[src/rtl/lbad_pkg.sv]
package lbad_pkg;
    // default geometry of the decoding engine
    localparam int INT_BITS  = 5;
    localparam int FRAC_BITS = 8;
    localparam int PROB_BITS = 10;
    localparam int MID_BITS  = 8;
    localparam int WIDE_BITS = 32;
endpackage

[src/rtl/lbad_lzc.sv]
module lbad_lzc #(
    parameter int W = 8,
    localparam int CW = $clog2(W + 1)
) (
    input  logic [W-1:0]  vec,
    output logic [CW-1:0] zeros
);
    // count of zero bits above the highest set bit; W when vec is all zero
    always_comb begin
        zeros = CW'(W);
        for (int i = 0; i < W; i++) begin
            if (vec[i]) zeros = CW'(W - 1 - i);
        end
    end
endmodule

[src/rtl/lbad_range.sv]
module lbad_range
    import lbad_pkg::*;
#(
    parameter int FRAC_W = FRAC_BITS,
    parameter int LG_W   = PROB_BITS,
    localparam int ZW    = $clog2(FRAC_W + 1)
) (
    input  logic [FRAC_W-1:0] frac_q,
    input  logic [LG_W-1:0]   prob,
    output logic [FRAC_W-1:0] mps_frac,
    output logic              mps_borrow,
    output logic [FRAC_W-1:0] lps_frac_next
);
    logic [FRAC_W-1:0] lps_share;
    logic [ZW-1:0]     lead;

    // upper bits of the log probability give the LPS part of the fraction
    assign lps_share  = FRAC_W'(prob >> (LG_W - FRAC_W));
    assign mps_borrow = frac_q < lps_share;
    // modulo arithmetic folds in the +256 of the borrow case
    assign mps_frac   = frac_q - lps_share;

    lbad_lzc #(.W(FRAC_W)) u_lead (
        .vec  (lps_share),
        .zeros(lead)
    );

    // doubling until bit FRAC_W is set, then dropping that bit
    assign lps_frac_next = (lps_share << lead) << 1;
endmodule

[src/rtl/lbad_offset.sv]
module lbad_offset
    import lbad_pkg::*;
#(
    parameter int FRAC_W = FRAC_BITS,
    parameter int MID_W  = MID_BITS,
    parameter int WIDE_W = WIDE_BITS,
    localparam int XW    = FRAC_W + 1 + MID_W + WIDE_W,
    localparam int KMAX  = MID_W + WIDE_W,
    localparam int ZW    = $clog2(XW + 1),
    localparam int BW    = $clog2(MID_W + 1),
    localparam int CW    = $clog2(WIDE_W + 1)
) (
    input  logic              clk,
    input  logic              rst_n,
    input  logic              lps_en,
    input  logic [FRAC_W:0]   ofs_q,
    input  logic [FRAC_W-1:0] mps_frac,
    input  logic              bit_a,
    input  logic [MID_W-1:0]  bits_b,
    input  logic [WIDE_W-1:0] bits_c,
    output logic [FRAC_W:0]   ofs_lps,
    output logic              take_a,
    output logic [BW-1:0]     take_b,
    output logic [CW-1:0]     take_c
);
    logic              direct;
    logic [FRAC_W-1:0] diff;
    logic [FRAC_W:0]   seed;
    logic [XW-1:0]     win;
    logic [XW-1:0]     win_sh;
    logic [ZW-1:0]     lead;
    logic [ZW-1:0]     shift;

    assign direct = mps_frac <= ofs_q[FRAC_W-1:0];
    assign diff   = ofs_q[FRAC_W-1:0] - mps_frac;
    assign seed   = direct ? {1'b0, diff} : {diff, bit_a};
    assign win    = {seed, bits_b, bits_c};

    lbad_lzc #(.W(XW)) u_lead (
        .vec  (win),
        .zeros(lead)
    );

    assign shift   = (lead > ZW'(KMAX)) ? ZW'(KMAX) : lead;
    assign win_sh  = win << shift;
    assign ofs_lps = (FRAC_W + 1)'(win_sh >> (XW - FRAC_W - 1));

    always_comb begin
        take_a = lps_en & ~direct;
        take_b = '0;
        take_c = '0;
        if (lps_en) begin
            if (shift > ZW'(MID_W)) begin
                take_b = BW'(MID_W);
                take_c = CW'(shift - ZW'(MID_W));
            end else begin
                take_b = BW'(shift);
            end
        end
    end


    wide_after_mid_chk: assert property (@(posedge clk) disable iff (!rst_n)
        (take_c != '0) |-> (take_b == BW'(MID_W)));

    renorm_top_chk: assert property (@(posedge clk) disable iff (!rst_n)
        (lps_en && take_c < CW'(WIDE_W)) |-> ofs_lps[FRAC_W]);

    single_bit_lps_chk: assert property (@(posedge clk) disable iff (!rst_n)
        take_a |-> lps_en);
endmodule

[src/rtl/lbad_engine.sv]
module lbad_engine
    import lbad_pkg::*;
#(
    parameter int INT_W  = INT_BITS,
    parameter int FRAC_W = FRAC_BITS,
    parameter int LG_W   = PROB_BITS,
    parameter int MID_W  = MID_BITS,
    parameter int WIDE_W = WIDE_BITS,
    localparam int BW    = $clog2(MID_W + 1),
    localparam int CW    = $clog2(WIDE_W + 1)
) (
    input  logic              clk,
    input  logic              rst_n,
    input  logic              in_load,
    input  logic [FRAC_W:0]   in_load_bits,
    input  logic              in_valid,
    input  logic [LG_W-1:0]   in_prob,
    input  logic              in_mps,
    input  logic              in_bypass,
    input  logic              in_bit_a,
    input  logic [MID_W-1:0]  in_bits_b,
    input  logic [WIDE_W-1:0] in_bits_c,
    output logic              out_valid,
    output logic              out_bin,
    output logic              out_lps,
    output logic              take_a,
    output logic [BW-1:0]     take_b,
    output logic [CW-1:0]     take_c
);
    typedef struct packed {
        logic [INT_W-1:0]  ri;
        logic [FRAC_W-1:0] rf;
        logic [FRAC_W:0]   of;
    } eng_state_t;

    eng_state_t st_d, st_q;

    logic [FRAC_W-1:0] mps_frac;
    logic              mps_borrow;
    logic [FRAC_W-1:0] lps_frac_next;
    logic [FRAC_W:0]   ofs_lps;
    logic [FRAC_W:0]   boundary;
    logic              is_lps;
    logic              go;

    lbad_range #(.FRAC_W(FRAC_W), .LG_W(LG_W)) u_range (
        .frac_q       (st_q.rf),
        .prob         (in_prob),
        .mps_frac     (mps_frac),
        .mps_borrow   (mps_borrow),
        .lps_frac_next(lps_frac_next)
    );

    lbad_offset #(.FRAC_W(FRAC_W), .MID_W(MID_W), .WIDE_W(WIDE_W)) u_offset (
        .clk     (clk),
        .rst_n   (rst_n),
        .lps_en  (out_lps),
        .ofs_q   (st_q.of),
        .mps_frac(mps_frac),
        .bit_a   (in_bit_a),
        .bits_b  (in_bits_b),
        .bits_c  (in_bits_c),
        .ofs_lps (ofs_lps),
        .take_a  (take_a),
        .take_b  (take_b),
        .take_c  (take_c)
    );

    always_comb begin
        go        = in_valid & ~in_load;
        boundary  = mps_borrow ? {1'b0, mps_frac} : {1'b1, mps_frac};
        is_lps    = (st_q.ri == '0) && (st_q.of >= boundary);
        out_valid = go;
        out_lps   = go & is_lps;
        out_bin   = go & (in_mps ^ is_lps);

        st_d = st_q;
        if (in_load) begin
            st_d.ri = '0;
            st_d.rf = '1;
            st_d.of = in_load_bits;
        end else if (in_valid) begin
            if (is_lps) begin
                st_d.ri = '0;
                st_d.rf = lps_frac_next;
                st_d.of = ofs_lps;
            end else begin
                st_d.ri = st_q.ri + INT_W'(in_bypass);
                st_d.rf = mps_frac;
            end
        end
    end

    always_ff @(posedge clk) begin
        if (!rst_n) begin
            st_q.ri <= '0;
            st_q.rf <= '1;
            st_q.of <= (FRAC_W + 1)'(1) << FRAC_W;
        end else begin
            st_q <= st_d;
        end
    end


    idle_hold_chk: assert property (@(posedge clk) disable iff (!rst_n)
        (!in_valid && !in_load) |=> $stable(st_q));

    idle_take_chk: assert property (@(posedge clk) disable iff (!rst_n)
        !out_valid |-> (!take_a && take_b == '0 && take_c == '0));

    mps_offset_chk: assert property (@(posedge clk) disable iff (!rst_n)
        (out_valid && !out_lps) |=> $stable(st_q.of));

    lps_int_chk: assert property (@(posedge clk) disable iff (!rst_n)
        out_lps |=> (st_q.ri == '0));

    load_state_chk: assert property (@(posedge clk) disable iff (!rst_n)
        in_load |=> (st_q.ri == '0 && st_q.rf == '1 && st_q.of == $past(in_load_bits)));
endmodule

[config.mk]
export PLATFORM = sky130hd
export DESIGN_NAME = lbad_engine
export DESIGN_NICKNAME = d
export VERILOG_FILES = /design/src/rtl/lbad_pkg.sv /design/src/rtl/lbad_lzc.sv /design/src/rtl/lbad_range.sv /design/src/rtl/lbad_offset.sv /design/src/rtl/lbad_engine.sv
export SDC_FILE = /design/constraint.sdc
export NUM_CORES = 1
export LEC_CHECK = 0
export BUFFER_PORTS_ARGS = -buffer_cell sky130_fd_sc_hd__buf_2
export CORE_AREA = 2 2 111 113
export CTS_CLUSTER_DIAMETER = 40
export DETAILED_ROUTE_END_ITERATION = 7
export DIE_AREA = 0 0 113 115
export GPL_ROUTABILITY_DRIVEN = 1
export PLACE_DENSITY = 0.7
export SYNTH_ARGS = -nofsm -noshare
export SYNTH_HDL_FRONTEND = slang
export SYNTH_HIERARCHICAL = 1
export SYNTH_SLANG_ARGS = --single-unit
export TNS_END_PERCENT = 100
[constraint.sdc]
create_clock -name clk -period 29.3 [get_ports clk]
set_input_delay 8.79 -clock clk [delete_from_list [all_inputs] [get_ports clk]]
set_output_delay 8.79 -clock clk [all_outputs]
set_load 0.005 [all_outputs]
==> results of run 1 <==
## cells by family after synthesis
group	share of synthesized area [%]
mux	20.2
compound gates	29.0
flops	7.58
buf+inv	8.33
simple gates	26.0
xor+xnor	2.26
other cells	0.0645
fa+ha+maj	6.50
## routing by layer
metal	vias up	routed length (µm)	part of all wire (%)
met5	-	0	0
met4	0	497	2.7
met1	3029	8290	45
met3	32	1320	7.2
li1	3177	-	-
met2	268	8170	45
## worst max-delay path by stage
stage,slack (ns),endpoint,from,cells after the start
detailed placement,6.15,take_c[2],in_prob[2],24
global route,5.46,take_b[2],in_prob[2],24
finish,5.99,take_c[2],in_prob[2],24
floorplan,6.80,take_b[2],in_prob[2],24
global placement,6.16,take_b[2],in_prob[2],24
CTS,6.10,take_c[2],in_prob[2],24
## cell type report
cell class                 count  area share, %
clock buffer                   4           1.42
inverter                      43           2.58
multi-input combinational    711           78.4
sequential                    22           7.04
tap                          147           2.94
timing repair buffer          89           7.60
## worst reg2reg max path: cells and delay by family (launching register included)
kind	cells	cell delay [ns]
flops	1	0.31
fa+ha+maj	3	1.05
buf+inv	4	0.53
mux	3	1.06
xor+xnor	1	0.27
compound gates	11	2.48
simple gates	8	1.90
## metrics by stage
stage	hold WS [ns]	area, µm²	util (%)	instances	setup WS [ns]
after floorplan	0.451	5810	-	834	6.80
after global placement	0.468	6170	52.2	1012	6.16
after detailed placement	0.468	6170	52.2	1012	6.15
after CTS	0.477	6250	53.0	1016	6.10
after global routing	0.506	6250	53.0	1016	5.46
final	0.477	6250	53.0	1016	5.99
## synthesized netlist by cell type (14+ instances only)
cell,count,share of area [%]
mux2i_1,59,10
mux4_2,14,5.4
inv_1,42,2.7
nand2_1,108,7.0
o21ai_0,40,3.4
mux2_2,18,3.5
clkbuf_1,28,1.8
ha_1,27,5.8
nand3_1,27,2.3
a21oi_1,51,4.4
a31oi_1,27,2.9
dfxtp_1,22,7.6
a211oi_1,16,2.1
nor2_1,103,6.7
nor3_1,16,1.4
==> summary.md, run 1 <==
| Metric | Value |
|---|---|
| Ys flop type | `dfxtp_1` |
| Commonest cells after routing, fill and taps aside | `nand2_1, nor2_1, buf_2` |
| Cells on worst reg2reg path | `30` |
| Register name with the most flops | `st_q` |
| Initial antenna violation count | `0` |
| Die area | `13,000 µm²` |
| Async SR Flop Fraction | `0%` |
| Vias | `6,506` |
| Tot GR Track Use | `27.5%` |
| Max Clock Freq | `0.0429 GHz` |
| CP max stage cell | `nor4_1` |
| Cell Area, Synth | `5810 µm²` |
| Startpoint types | `input port` |
| Rows | `40` |
| Starting Density | `49.2%` |
| Largest net degree at the start of global routing | `52` |
| Clock Path Buffers | `2` |
| RSZ-0062 raised after global routing | `no` |
| Worst-path clk slew | `0.06 ns` |
| H-Tree Depth | `1` |
| Reg2reg end | `st_q[4]` |
| Met3 usage | `2.48%` |
| FILL cells | `1,209` |
| GR Util met2 | `44.7%` |
| Worst clock skew | `0.00261 ns` |
| Core Footprint | `11,800 µm²` |
| Pre-Repair DR Iteration Count | `7` |
| Final Hold Vio Count | `0` |
| Met1 usage | `39.1%` |
| CTS tree | `yes` |
| Req. time, crit path | `20.51 ns` |
| Biggest regs | `st_q: 22 flops` |
| Post-synth EDFFs | `0` |
| Period utilization | `79.6%` |
| Inserted Diodes | `0` |
| DRT Wirelength | `18,300 µm` |
| Layout cells sized above 1 | `17.8%` |
| Clock Latency Late Sink | `0.26 ns` |
| Register area | `440 µm²` |
| PortBufs | `77` |
| Chip height | `115 µm` |
| Area Growth Syn to Fin | `7.62%` |
| Crit. End Element | `output pin` |
| Worst Hold Class | `flip-flop to flip-flop` |
| Failing checks | `design-rule violations` |
| Horiz. Die Dim | `113 µm` |
| Critical path arrival | `14.52 ns` |
| WHS Endpoint | `st_q[0]` |
| Final Setup Violations | `0` |
| Root buf cell | `clkbuf_16` |
| Vias in the first global route | `5,930` |
| Max Cap Viol | `0` |
| Setup TNS | `0 ns` |
| PostCTS Resize Cnt | `0` |
| Crit-path leading delay family | `simple AND/OR/NAND/NOR gates` |
| Worst R2R Setup Slack | `21.55 ns` |
| Type of the worst setup path | `input port to output pin` |
| Crit-path cells | `buf_2 > ha_1 > inv_1 > fa_1 > a21oi_2 > nor2b_1 > a311oi_2 > xnor2_1 > inv_1 > ha_1 > nand4_1 > a21o_1 > nand2_1 > a32o_1 > nor2_1 > nor4_1 > nand3_1 > nor4_2 > buf_4 > o21ai_2 > nand2_1 > buf_4 > nor2_1 > buf_2` |
| Synth Instances | `834` |
| Slew Limit Fails | `0` |
| Measured slew at the worst slew-check pin | `1.10 ns` |
| Drt wl/cell | `18.0 µm` |
| Final #Nets | `965` |
| Synth warn | `6` |
| Most common cell after layout, fill and taps aside | `nand2_1` |
| Cts hold-fix bufs | `0` |
| Netlist cell types | `91` |
| Multi-input logic area | `4900 µm²` |
| Hold Path Depth | `2` |
| DR DRC count | `4` |
| FF-to-FF Start | `st_q[9]` |
| Hold_sp | `st_q[0]` |
| Synthesized flop and latch total | `22` |
| Status | `complete, but fails checks` |
| Gp weighted congestion | `0.959` |
| First-pass GRT wire length | `29,700 µm` |
| Grt ovf | `0` |
| Post-synth net total | `929` |
| Via-to-Cell Ratio | `6.40` |
| Antenna violation net count after detailed routing | `0` |
| Seq/Total Area, Yosys | `7.58%` |
| Largest register FFs | `22` |
| Slew headroom | `27.0%` |
| Ports | `80` |
| Syn Area/Cell | `6.97 µm²` |
| Period minus WS final | `23.31 ns` |
| Delay of the slowest critical-path stage | `0.51 ns` |
| Post-CTS setup buffer count | `0` |
| Critical-path maximum fanout | `34` |
| Iteration-0 DRC Markers | `680` |
| DPL Wire Length | `13,900 µm` |
| Buffers & Inverters on Critical Path | `6` |
| Global route hottest layer | `met2` |
| Sinks on the clock net | `22` |
| Inserted Clock Buffers | `3` |
Power of run 1 is not shown: default switching activity piles up to over one toggle a cycle in this logic, so the estimate is an artifact.
==> run 2: changes to the inputs <==
- clock period: 29.3 -> 24.4 ns (I/O delays scaled with it)
==> run 2 against run 1 <==
  * The flow still finishes with violations (design-rule violations)
  * Flip-flop and latch count did not move
  * Utilization unchanged
  * Worst setup slack worse by 1.9 ns
  * Count of clock-buffer cells in the layout did not move
  * Via count is 0.98% higher
  * Critical endpoint is now take_b[2]
==> summary.md, run 2 (synthesized netlist as in run 1, its figures left out) <==
| Metric | Value |
|---|---|
| Status | `complete, but fails checks` |
| Failing checks | `design-rule violations` |
| Antenna violation net count after detailed routing | `0` |
| Max Clock Freq | `0.0491 GHz` |
| Crit. End Element | `output pin` |
| Critical-path maximum fanout | `34` |
| Sinks on the clock net | `22` |
| Area Growth Syn to Fin | `7.62%` |
| Register name with the most flops | `st_q` |
| H-Tree Depth | `1` |
| Slew headroom | `27.4%` |
| Biggest regs | `st_q: 22 flops` |
| Req. time, crit path | `17.08 ns` |
| Drt wl/cell | `18.1 µm` |
| CP max stage cell | `nor4_1` |
| Critical path endpoint | `take_b[2]` |
| Chip height | `115 µm` |
| Die area | `13,000 µm²` |
| Type of the worst setup path | `input port to output pin` |
| Cts hold-fix bufs | `0` |
| Non-filler cells, final | `1,016` |
| Commonest cells after routing, fill and taps aside | `nand2_1, nor2_1, buf_2` |
| Via-to-Cell Ratio | `6.47` |
| Horiz. Die Dim | `113 µm` |
| Final #Nets | `965` |
| Inserted Diodes | `0` |
| Largest register FFs | `22` |
| Buffers & Inverters on Critical Path | `6` |
| Crit-path cells | `buf_2 > ha_1 > inv_1 > fa_1 > a21oi_2 > nor2b_1 > a311oi_2 > xnor2_1 > inv_1 > ha_1 > nand4_1 > a21o_1 > nand2_1 > a32o_1 > nor2_1 > nor4_1 > nand3_1 > nor4_2 > buf_4 > o21ai_2 > nand2_1 > buf_4 > nor2_1 > buf_2` |
| FF-to-FF Start | `st_q[9]` |
| DR DRC count | `4` |
| Setup TNS | `0 ns` |
| Period minus WS final | `20.36 ns` |
| Most common cell after layout, fill and taps aside | `nand2_1` |
| Pre-Repair DR Iteration Count | `8` |
| FILL cells | `1,209` |
| Inserted Clock Buffers | `3` |
| Startpoint types | `input port` |
| Worst R2R Setup Slack | `16.69 ns` |
| Final Hold Vio Count | `0` |
| PortBufs | `77` |
| Starting Density | `49.2%` |
| Worst Setup SP | `in_prob[2]` |
| Worst Hold Class | `flip-flop to flip-flop` |
| Slew Limit Fails | `0` |
| Tot GR Track Use | `27.3%` |
| Reg2reg end | `st_q[3]` |
| Max Cap Viol | `0` |
| Cells on worst reg2reg path | `30` |
| Period utilization | `83.4%` |
| Initial antenna violation count | `0` |
| Core Footprint | `11,800 µm²` |
| Measured slew at the worst slew-check pin | `1.08 ns` |
| RSZ-0062 raised after global routing | `no` |
| Register area | `440 µm²` |
| Gp weighted congestion | `0.920` |
| Multi-input logic area | `4900 µm²` |
| CTS tree | `yes` |
| Vias | `6,570` |
| Worst-path clk slew | `0.06 ns` |
| DRT Wirelength | `18,300 µm` |
| Grt ovf | `0` |
| Ports | `80` |
| Worst clock skew | `0.00279 ns` |
| Core Util, Final | `53.0%` |
| Delay of the slowest critical-path stage | `0.51 ns` |
| Largest net degree at the start of global routing | `52` |
| Rows | `40` |
| Iteration-0 DRC Markers | `631` |
| Crit path depth | `24` |
| DPL Wire Length | `14,000 µm` |
| Clock Latency Late Sink | `0.26 ns` |
| First-pass GRT wire length | `29,400 µm` |
| Clock Path Buffers | `2` |
| Post-CTS setup buffer count | `0` |
| Vias in the first global route | `5,966` |
| Final Setup Violations | `0` |
| Cell Count Post-Placement | `1,012` |
| PostCTS Resize Cnt | `0` |
| Root buf cell | `clkbuf_16` |
| Critical path arrival | `13.04 ns` |
| Layout cells sized above 1 | `17.8%` |
| Crit-path leading delay family | `simple AND/OR/NAND/NOR gates` |
[run 2: cell counts in the layout (fill, tap and decap cells not counted)]
No cell type changed its count.
[run 2: layer usage]
metal | global-route usage (%) | vias up | share of wire (%)
met5 | 0 | - | 0
met4 | 9.19 | 0 | 3.0
met3 | 4.48 | 46 | 7.7
met2 | 43.8 | 303 | 45
met1 | 37.4 | 3041 | 44
li1 | - | 3180 | -
[run 2: worst min path at each step]
stage,start,slack [ns],cells after the start,to
floorplan,st_q[0],0.45,2,st_q[0]
global placement,st_q[0],0.47,2,st_q[0]
detailed placement,st_q[3],0.49,2,st_q[3]
CTS,st_q[3],0.49,2,st_q[3]
global route,st_q[18],0.51,2,st_q[18]
finish,st_q[2],0.49,2,st_q[2]
[run 2: tightest hold or removal path: stages, from the launching register on]
cell,delay [ns]
dfxtp_1,0.33
nand2_1,0.06
mux2i_1,0.06
[run 2: stage by stage]
stage                     setup WS (ns)  hold WS, ns  area [µm²]
after detailed placement           4.17        0.486        6170
after global placement             4.21        0.469        6170
after floorplan                    4.84        0.451        5810
final                              4.04        0.492        6250
after CTS                          4.17        0.493        6250
after global routing               3.53        0.513        6250
[run 2: final cells by class]
type,instances,area share [%]
Multi-Input combinational cell,711,78.4
Timing Repair Buffer,89,7.60
Inverter,43,2.58
Tap cell,147,2.94
Sequential cell,22,7.04
Clock buffer,4,1.42
Power of run 2 is left out for the same reason.
